File: src/rtl/blr_pkg.sv
package blr_pkg;
    typedef enum logic [0:0] {
        MODE_SYS  = 1'b0,
        MODE_USER = 1'b1
    } mode_e;

    typedef enum logic [1:0] {
        SEL_BASE   = 2'd0,
        SEL_LIMIT  = 2'd1,
        SEL_KEYTAB = 2'd2,
        SEL_STATUS = 2'd3
    } cfg_sel_e;
endpackage

File: src/rtl/blr_mode_fsm.sv
module blr_mode_fsm
    import blr_pkg::*;
(
    input  logic clk,
    input  logic rst_n,
    input  logic to_user,
    input  logic to_sys,
    output logic mode_sys
);
    mode_e state_q, state_d;

    always_ff @(posedge clk or negedge rst_n) begin
        if (!rst_n) state_q <= MODE_SYS;
        else        state_q <= state_d;
    end

    always_comb begin
        state_d = state_q;
        unique case (state_q)
            MODE_SYS:  if (to_user && !to_sys) state_d = MODE_USER;
            MODE_USER: if (to_sys)             state_d = MODE_SYS;
        endcase
    end

    always_comb begin
        unique case (state_q)
            MODE_SYS:  mode_sys = 1'b1;
            MODE_USER: mode_sys = 1'b0;
        endcase
    end
endmodule

File: src/rtl/blr_key_table.sv
module blr_key_table #(
    parameter int KEY_W   = 4,
    parameter int NUM_BLK = 16,
    localparam int IDX_W  = $clog2(NUM_BLK)
) (
    input  logic             clk,
    input  logic             rst_n,
    input  logic             wr_en,
    input  logic [IDX_W-1:0] wr_idx,
    input  logic [KEY_W-1:0] wr_key,
    input  logic [IDX_W-1:0] rd_idx,
    output logic [KEY_W-1:0] rd_key
);
    logic [KEY_W-1:0] key_q [NUM_BLK];

    for (genvar g = 0; g < NUM_BLK; g++) begin : g_entry
        always_ff @(posedge clk or negedge rst_n) begin
            if (!rst_n)
                key_q[g] <= '0;
            else if (wr_en && (wr_idx == IDX_W'(g)))
                key_q[g] <= wr_key;
        end
    end

    assign rd_key = key_q[rd_idx];
endmodule

File: src/rtl/blr_xlate.sv
module blr_xlate #(
    parameter int AW      = 16,
    parameter int KEY_W   = 4,
    parameter int IDX_W   = 4,
    parameter int BLK_LSB = 11
) (
    input  logic             clk,
    input  logic             rst_n,
    input  logic             req_valid,
    input  logic [AW-1:0]    laddr,
    input  logic [AW-1:0]    base,
    input  logic [AW-1:0]    limit,
    input  logic             key_en,
    input  logic [KEY_W-1:0] cur_key,
    input  logic [KEY_W-1:0] blk_key,
    output logic [IDX_W-1:0] blk_idx,
    output logic             rsp_valid,
    output logic             rsp_fault,
    output logic             rsp_limit_fault,
    output logic             rsp_key_fault,
    output logic [AW-1:0]    rsp_paddr,
    output logic             rsp_go
);
    logic [AW-1:0] sum;
    logic          over_limit;
    logic          key_miss;
    logic          valid_q, lf_q, kf_q;
    logic [AW-1:0] paddr_q;

    assign sum        = base + laddr;
    assign blk_idx    = sum[BLK_LSB +: IDX_W];
    assign over_limit = laddr > limit;
    assign key_miss   = key_en && (blk_key != cur_key);

    always_ff @(posedge clk or negedge rst_n) begin
        if (!rst_n) begin
            valid_q <= 1'b0;
            lf_q    <= 1'b0;
            kf_q    <= 1'b0;
            paddr_q <= '0;
        end else begin
            valid_q <= req_valid;
            lf_q    <= req_valid && over_limit;
            kf_q    <= req_valid && key_miss;
            paddr_q <= (req_valid && !over_limit && !key_miss) ? sum : '0;
        end
    end

    assign rsp_valid       = valid_q;
    assign rsp_limit_fault = lf_q;
    assign rsp_key_fault   = kf_q;
    assign rsp_fault       = lf_q | kf_q;
    assign rsp_paddr       = paddr_q;
    assign rsp_go          = valid_q & ~(lf_q | kf_q);
endmodule

File: src/rtl/blr_reloc_unit.sv
module blr_reloc_unit
    import blr_pkg::*;
#(
    parameter int AW        = 16,
    parameter int KEY_W     = 4,
    parameter int NUM_BLK   = 16,
    parameter int BLK_BYTES = 2048,
    localparam int IDX_W    = $clog2(NUM_BLK),
    localparam int BLK_LSB  = $clog2(BLK_BYTES)
) (
    input  logic             clk,
    input  logic             rst_n,
    input  logic             to_user,
    input  logic             to_sys,
    input  logic             cfg_we,
    input  logic [1:0]       cfg_sel,
    input  logic [IDX_W-1:0] cfg_idx,
    input  logic [AW-1:0]    cfg_wdata,
    input  logic             req_valid,
    input  logic [AW-1:0]    req_laddr,
    output logic             rsp_valid,
    output logic             rsp_fault,
    output logic             rsp_limit_fault,
    output logic             rsp_key_fault,
    output logic [AW-1:0]    rsp_paddr,
    output logic             rsp_go,
    output logic             priv_viol,
    output logic             mode_sys
);
    logic [AW-1:0]    base_q, limit_q;
    logic [KEY_W-1:0] cur_key_q;
    logic             key_en_q;
    logic             priv_viol_q;
    logic             wr_ok;
    cfg_sel_e         sel;
    logic [IDX_W-1:0] blk_idx;
    logic [KEY_W-1:0] blk_key;

    blr_mode_fsm u_mode (
        .clk      (clk),
        .rst_n    (rst_n),
        .to_user  (to_user),
        .to_sys   (to_sys),
        .mode_sys (mode_sys)
    );

    assign sel   = cfg_sel_e'(cfg_sel);
    assign wr_ok = cfg_we && mode_sys;

    always_ff @(posedge clk or negedge rst_n) begin
        if (!rst_n) begin
            base_q      <= '0;
            limit_q     <= '0;
            cur_key_q   <= '0;
            key_en_q    <= 1'b0;
            priv_viol_q <= 1'b0;
        end else begin
            priv_viol_q <= cfg_we && !mode_sys;
            if (wr_ok) begin
                unique case (sel)
                    SEL_BASE:   base_q  <= cfg_wdata;
                    SEL_LIMIT:  limit_q <= cfg_wdata;
                    SEL_KEYTAB: ;
                    SEL_STATUS: begin
                        cur_key_q <= cfg_wdata[KEY_W-1:0];
                        key_en_q  <= cfg_wdata[KEY_W];
                    end
                endcase
            end
        end
    end

    assign priv_viol = priv_viol_q;

    blr_key_table #(.KEY_W(KEY_W), .NUM_BLK(NUM_BLK)) u_keys (
        .clk    (clk),
        .rst_n  (rst_n),
        .wr_en  (wr_ok && (sel == SEL_KEYTAB)),
        .wr_idx (cfg_idx),
        .wr_key (cfg_wdata[KEY_W-1:0]),
        .rd_idx (blk_idx),
        .rd_key (blk_key)
    );

    blr_xlate #(.AW(AW), .KEY_W(KEY_W), .IDX_W(IDX_W), .BLK_LSB(BLK_LSB)) u_xlate (
        .clk             (clk),
        .rst_n           (rst_n),
        .req_valid       (req_valid),
        .laddr           (req_laddr),
        .base            (base_q),
        .limit           (limit_q),
        .key_en          (key_en_q),
        .cur_key         (cur_key_q),
        .blk_key         (blk_key),
        .blk_idx         (blk_idx),
        .rsp_valid       (rsp_valid),
        .rsp_fault       (rsp_fault),
        .rsp_limit_fault (rsp_limit_fault),
        .rsp_key_fault   (rsp_key_fault),
        .rsp_paddr       (rsp_paddr),
        .rsp_go          (rsp_go)
    );
endmodule

File: config.mk
export PLATFORM = sky130hd
export DESIGN_NAME = blr_reloc_unit
export DESIGN_NICKNAME = d
export VERILOG_FILES = /design/src/rtl/blr_pkg.sv /design/src/rtl/blr_mode_fsm.sv /design/src/rtl/blr_key_table.sv /design/src/rtl/blr_xlate.sv /design/src/rtl/blr_reloc_unit.sv
export SDC_FILE = /design/constraint.sdc
export NUM_CORES = 1
export LEC_CHECK = 0
export BUFFER_PORTS_ARGS = -buffer_cell sky130_fd_sc_hd__buf_2
export CORE_MARGIN = 4
export CORE_UTILIZATION = 26
export DETAILED_ROUTE_END_ITERATION = 16
export HOLD_SLACK_MARGIN = 0.03
export PLACE_DENSITY_LB_ADDON = 0.08
export SLEW_MARGIN = 15
export SYNTH_ARGS = -nofsm -noshare
export SYNTH_HDL_FRONTEND = slang
export SYNTH_SLANG_ARGS = --single-unit
File: constraint.sdc
create_clock -name clk -period 11.1 [get_ports clk]
set_input_delay 2.22 -clock clk [delete_from_list [all_inputs] [get_ports clk]]
set_output_delay 2.22 -clock clk [all_outputs]
set_load 0.05 [all_outputs]
Yosys cells after proc, flatten, opt, wreduce, memory -nomap -nowiden

Cells that the tools add are included.

Bits in registers: 122
Bits of input ports: 44
Output and inout port bits: 23
Logic and storage cells: 95

Add/sub/neg operators: 1
$lt $le $gt $ge: 2
Equality and inequality tests: 19
Mux-type cells: 8
Bitwise operators: 5
Reduce and logical (&&, ||, !) cells: 34

Operator list:

| cell                                                            | number |
|---|---|
| 4-bit == test, second input constant                            | 8 |
| 1-bit logical AND                                               | 25 |
| 16-bit adder                                                    | 1 |
| 4-bit binary-select mux with 4-bit select                       | 1 |
| 4-bit by 3-bit == test with 1-bit output, second input constant | 4 |
| 16-bit greater-than comparator                                  | 1 |
| 16-bit two-way mux                                              | 1 |
| 4-bit by 2-bit == test with 1-bit output, second input constant | 2 |
| 4-bit two-way mux                                               | 2 |
| 2-bit AND reduction                                             | 3 |
| 5-bit >= comparator, second input constant                      | 1 |
| 4-bit NOT with 5-bit output                                     | 1 |
| 2-bit == test, second input constant                            | 2 |
| 4-bit by 1-bit == test with 1-bit output, second input constant | 1 |
| 1-bit zero test                                                 | 4 |
| 4-bit zero test                                                 | 1 |
| 4-bit != test                                                   | 1 |
| 1-bit case mux with 2 select lines                              | 2 |
| 2-bit by 1-bit == test with 1-bit output, second input constant | 1 |
| 2-bit zero test                                                 | 1 |
| 1-bit two-way mux                                               | 2 |
| 1-bit NOT                                                       | 2 |
| 1-bit bitwise AND                                               | 1 |
| 1-bit OR                                                        | 1 |

Longest topological paths before layout

Word-level depth: 10
Gate-level depth with buffers: 15
Gate-level depth less buffers: 13

Cells and area by module

From an unflattened synthesis, not the netlist that was laid out.

Cell total of the unflattened synthesis: 490
Area, all modules: 6313.6 sq um

Modules (own cells, without submodules):

| module         | times used | cells each | area each (sq um) | sequential area each (sq um) |
|---|---|---|---|---|
| blr_key_table  | 1          | 195        | 3016.6            | 1601.5 |
| blr_xlate      | 1          | 208        | 1761.7            | 475.5 |
| blr_reloc_unit | 1          | 84         | 1496.4            | 950.9 |
| blr_mode_fsm   | 1          | 3          | 38.8              | 25.0 |

Worst setup path after synthesis

OpenSTA, ideal clock, no wires.

Path kind: input-to-reg
Start: input port req_laddr[4]
End: register u_xlate.paddr_q[10], in the netlist u_xlate.rsp_paddr[10]
Library setup time: 141 ps
Data arrival time: 5366 ps
Data required time: 10959 ps
Slack: 5593 ps
Stages on the path: 13
Path buffers: 1
Cells stage by stage: ha_1 -> a21oi_1 -> nand2_1 -> o211a_4 -> or3_4 -> nand2_4 -> mux4_2 -> and2_0 -> or4_4 -> xnor2_2 -> a41oi_4 -> buf_6 -> nor3_2

Longest elaborated chain between the ends: 10
Elaborated cells between the ends (all ways): 13
Those cells by class: add/sub: 1; order compare: 1; eq/ne: 1; mux: 4; bitwise: 1; reduce/logical: 5

RTL lines:

| what                                                  | RTL line             | source |
|---|---|---|
| start, declared                                       | blr_reloc_unit.sv:20 | `input logic [AW-1:0] req_laddr,` |
| 16-bit adder                                          | blr_xlate.sv:30      | `assign sum = base + laddr;` |
| 4-bit NOT with 5-bit output (implied by the code)     | blr_key_table.sv:25  | `assign rd_key = key_q[rd_idx];` |
| 4-bit binary-select mux with 4-bit select             | blr_key_table.sv:25  |  |
| 4-bit two-way mux (implied by the code) (2 in series) | blr_key_table.sv:25  |  |
| 4-bit != test                                         | blr_xlate.sv:33      | `assign key_miss = key_en && (blk_key != cur_key);` |
| 1-bit logical AND                                     | blr_xlate.sv:33      |  |
| 1-bit zero test                                       | blr_xlate.sv:45      | `paddr_q <= (req_valid && !over_limit && !key_miss) ? sum : '0;` |
| 1-bit logical AND                                     | blr_xlate.sv:45      |  |
| 16-bit two-way mux *                                  | blr_xlate.sv:45      |  |
| end signal, assigned                                  | blr_xlate.sv:45      |  |
| end, declared                                         | blr_xlate.sv:28      | `logic [AW-1:0] paddr_q;` |

Every way passes the cells marked *; elsewhere a longest branch is shown, timed or not. The select of a mux whose other input is x is not followed.
A chain may end at the register's enable or synchronous reset.

Worst setup path after layout

Start: input port req_laddr[0]
End: register u_xlate.paddr_q[4], in the netlist u_xlate.rsp_paddr[4]

The elaborated chain is that of the path after synthesis.

==> reports/qor_table.md <==
| Metric | This run | Unit |
|:---|:---|:---|
| Syn avg cell area | 11.64 | µm² |
| Top Metal Used | met4 | - |
| Cell with the most instances after synthesis | sky130_fd_sc_hd__dfrtp_1 | - |
| Number of buffers inserted by port buffering | 66 | - |
| Required time reported for the critical path endpoint | 11390 | ps |
| Pin count of the biggest net entering global routing | 63 | - |
| Number of nets in the layout | 702 | - |
| Average routed wire per standard cell | 18.02 | µm |
| Endpoint type of the worst setup path | flop | - |
| Fraction of final layout cells sized beyond drive strength 1 | 35.21 | % |
| Largest fanout of any net on the critical path | 17 | - |
| Critical Setup Path Class | in -> reg | - |
| Top-level port count | 67 | - |
| Multi-input gate area | 3252 | µm² |
| NetSw | 0.5880 | mW |
| Total inserted antenna cells | 0 | - |
| Cell accounting for the most synthesized area | sky130_fd_sc_hd__dfrtp_1 | - |
| Series of cell instances along the critical path | buf_2 > ha_1 > fa_1 > a211oi_1 > o21ai_0 > and4b_1 > a311o_1 > or2_2 > a21oi_1 > a2111oi_0 > o2bb2ai_1 > xnor2_1 > a41oi_4 > nor4_1 | - |
| Data arrival, critical path | 6150 | ps |
| Share of synthesized cell area in and, or, nand and nor gates | 11.70 | % |
| Count of yosys warnings during synthesis | 0 | - |
| Top cell types by occurrence after synthesis | 122 x sky130_fd_sc_hd__dfrtp_1, 92 x sky130_fd_sc_hd__mux2_2, 40 x sky130_fd_sc_hd__nand2_1, 31 x sky130_fd_sc_hd__ha_1, 29 x sky130_fd_sc_hd__o21ai_0 | - |
| Multiplexer share of the synthesized area | 19.80 | % |
| Number of buffers inserted to repair setup after CTS | 0 | - |
| First-pass GRT wire length | 28320 | µm |
| Worst slack at placement | 4763 | ps |
| Count of final hold-check violations | 0 | - |
| Number of antenna violations at the first check in global routing | 0 | - |
| Worst R2R Start | base_q[0] | - |
| Switching power share of the total | 35.33 | % |
| Crit path max-delay cell type | sky130_fd_sc_hd__fa_1 | - |
| Post-route met1 wirelength | 8199 | µm |
| Final std cells w/o fill | 963 | - |
| Fraction of synthesized cell area taken by the top area cell type | 47.17 | % |
| Max stage delay on crit path | 430 | ps |
| Final non-filler cell area | 7772 | µm² |
| Biggest area contributors in the synthesized netlist | sky130_fd_sc_hd__dfrtp_1 47%, sky130_fd_sc_hd__mux2_2 16%, sky130_fd_sc_hd__ha_1 6.0% | - |
| Inserted Clock Buffers | 17 | - |
| DP HPWL | 12890 | µm |
| Clock network latency to the later pin of the worst-skew pair | 420 | ps |
| Die Footprint | 27480 | µm² |
| Fill cell count | 2530 | - |
| Actual slew at the worst max-slew pin | 834.6 | ps |
| Initial cell density of the core | 26.54 | % |
| Hold Path Stages | 1 | - |
| Setup slack of the worst register-to-register path | 6800 | ps |
| Routed length on met2 | 8229 | µm |
| Static leakage | 3.615 | nW |
| First-iteration detailed-routing DRC count | 155 | - |
| Gate count of the mapped netlist | 556 | - |
| Endpoint of the worst register-to-register path | u_xlate.rsp_paddr[4] | - |
| Count of TritonRoute iterations in the first routing pass | 4 | - |
| Slew Limit Headroom | 44.36 | % |
| Number of placed instances, taps included | 931 | - |
| Startpoint of the tightest hold check path | u_keys.key_q[54] | - |
| Signed area change from the synthesized netlist to the final layout | 20.08 | % |
| Via count of the first global-routing pass | 4834 | - |
| GRT Resource Usage Total | 13.13 | % |
| Die Span Y | 165.8 | µm |
| Remaining routing DRC violations | 0 | - |
| Synth Area in XOR/XNOR | 2.146 | % |
| Dominant combinational cell family by area after synthesis | multiplexers | - |
| Utilization after layout | 31.87 | % |
| Count of clock tree sinks | 122 | - |
| Period utilization | 52.76 | % |
| TritonCTS clock tree | yes | - |
| Worst-case setup margin in the final layout | 5244 | ps |
| Fin Clk Skew | 8.459 | ps |
| Max-slew violations | 0 | - |
| Relative contribution of sequential cells to total power | 32.8 | % |
| Register area | 3053 | µm² |
| Number of failing setup endpoints in the final timing report | 0 | - |
| Placeable core area | 24390 | µm² |
| Comb pwr share | 32.3 | % |
| Total nets after synthesis | 632 | - |
| Detailed-route via count | 4460 | - |
| Final wirelength | 17350 | µm |
| R2r worst-path depth | 13 | - |
| Portion of the post-synthesis area used by sequential elements | 47.17 | % |
| Highest clock rate | 170.8 | MHz |
| Min Clock Period, post-route | 5856 | ps |
| Number of gates resized after cts | 0 | - |
| Gpl congestion | 0.7573 | - |
| GRT Residual Overflow | 0 | - |
| Share of synthesized flip-flops with an asynchronous set or reset | 100.0 | % |
| ANT nets after route | 0 | - |
| Die Span X | 165.8 | µm |
| Internal power contribution | 1.077 | mW |
| Dpl cell area | 7159 | µm² |
| Unrepaired setup endpoints after global routing | false | - |
| Maximum Capacitance Violations | 0 | - |
| Post-route setup TNS | 0 | ps |
| Min-delay worst type | reg -> reg | - |
| Number of hold-repair buffers added at the cts stage | 0 | - |
| Yosys reg bits | 122 | - |
| CTS root buf | sky130_fd_sc_hd__clkbuf_16 | - |
| Met3 Wirelength | 573 | µm |
| Post-synthesis compound-gate area fraction | 10.23 | % |
| Number of standard-cell rows in the floorplan | 57 | - |
| Clock group share of total power | 34.9 | % |
| Via-to-Cell Ratio | 4.631 | - |
| Peak supply drop | 0.00008975 | V |
| Status | complete, no violations | - |
| Number of distinct standard cells referenced by the synthesized netlist | 66 | - |
| Crit start category | input pin | - |
| Buffers from clock root to sink, at most | 2 | - |
| Pwr/cell area | 214.2 | nW/µm² |
| H-tree depth | 4 | - |
| Clock input transition at the sequential cells of the worst setup and hold paths | 60 | ps |
| Worst min-delay path endpoint | u_keys.key_q[54] | - |
| Number of enable flip-flop cells after synthesis | 0 | - |
| Syn Std Cell Area | 6472 | µm² |
| Adder-cell area share of the yosys netlist | 6.302 | % |
| Most instantiated flip-flop cell in the synthesis netlist | sky130_fd_sc_hd__dfrtp_1 | - |
[critical path, delay by kind of cell]
kind,cells,cell delay (ps)
XOR/XNOR,1,190
AO/OA/AOI/OAI,7,1910
AND/OR/NAND/NOR,3,1050
adder cells (fa/ha/maj),2,650
buffers and inverters,1,110
[flip-flops by register name, summed over array words and instances, names as in the netlist]
| name | cells |
|---|---|
| u_keys.key_q | 64 |
| cur_key_q | 4 |
| u_xlate.rsp_valid | 1 |
| u_xlate.rsp_limit_fault | 1 |
| priv_viol | 1 |
| u_mode.state_q | 1 |
| key_en_q | 1 |
| u_xlate.rsp_paddr | 16 |
| u_xlate.rsp_key_fault | 1 |
| base_q | 16 |
| limit_q | 16 |
[logic make-up (layout without fill, tap and decap cells)]
group	Yosys count	count (layout)
AOI/OAI and AO/OA	98	98
xor gates and xnor gates	15	15
adders and majority gates	32	32
buffers and inverters	43	126
DFF	122	122
muxes	108	108
and+or+nand+nor	138	138
[cells in the final DEF (no fill, tap or decap), drive strengths merged, types with 3 or more instances in the layout]
master / n
nand2: 42
dfrtp: 122
nand3: 13
a21o: 7
mux4: 6
mux2i: 8
or3: 3
bufinv: 3
nor3: 16
and3: 4
a211oi: 3
o21ai: 31
xor2: 4
nor2: 25
o22ai: 3
nor3b: 4
mux2: 94
nand2b: 3
o21a: 4
xnor2: 11
clkinv: 3
inv: 31
ha: 31
nor2b: 10
a21oi: 25
nand4: 3
clkbuf: 18
and2: 6
buf: 69
a22oi: 3
[stage by stage]
stage	power, mW	hold slack [ps]
final	1.665	499.9
after detailed placement	1.100	488.2
after global placement	1.097	481.8
after CTS	1.692	502.5
after global routing	1.764	508.8
after floorplan	0.9513	470.3
[worst max path at each step]
stage | depth (start not counted) | to | slack, ps | startpoint
floorplan | 13 | u_xlate.rsp_paddr[10] | 5590 | req_laddr[4]
finish | 14 | u_xlate.rsp_paddr[4] | 5240 | req_laddr[0]
global placement | 14 | u_xlate.rsp_paddr[2] | 4800 | req_laddr[0]
global route | 14 | u_xlate.rsp_paddr[4] | 4970 | req_laddr[0]
detailed placement | 14 | u_xlate.rsp_paddr[4] | 4760 | req_laddr[0]
CTS | 14 | u_xlate.rsp_paddr[4] | 5150 | req_laddr[0]
[power groups by stage]
stage | Combinational, mW | Clock [mW] | Sequential (mW)
CTS | 0.548 | 0.598 | 0.547
detailed placement | 0.545 | 0 | 0.555
floorplan | 0.360 | 0 | 0.591
global route | 0.592 | 0.618 | 0.554
global placement | 0.543 | 0 | 0.555
finish | 0.537 | 0.582 | 0.546
[layout make-up]
type                    instances  share of cell area, %
multi-input cells             391                  41.84
flip-flops and latches        122                  39.28
clock inverters                14                  2.366
clock buffers                  18                  5.522
repair buffers                 69                  4.572
inverters                      25                  1.207
well taps                     324                  5.216
[layer usage]
layer,up-vias,GRT usage (%)
li1,2156,-
met1,2202,17.31
met2,76,21.56
met3,26,2.833
met4,0,4.340
met5,-,0
Power figures use the tool's default switching activity.
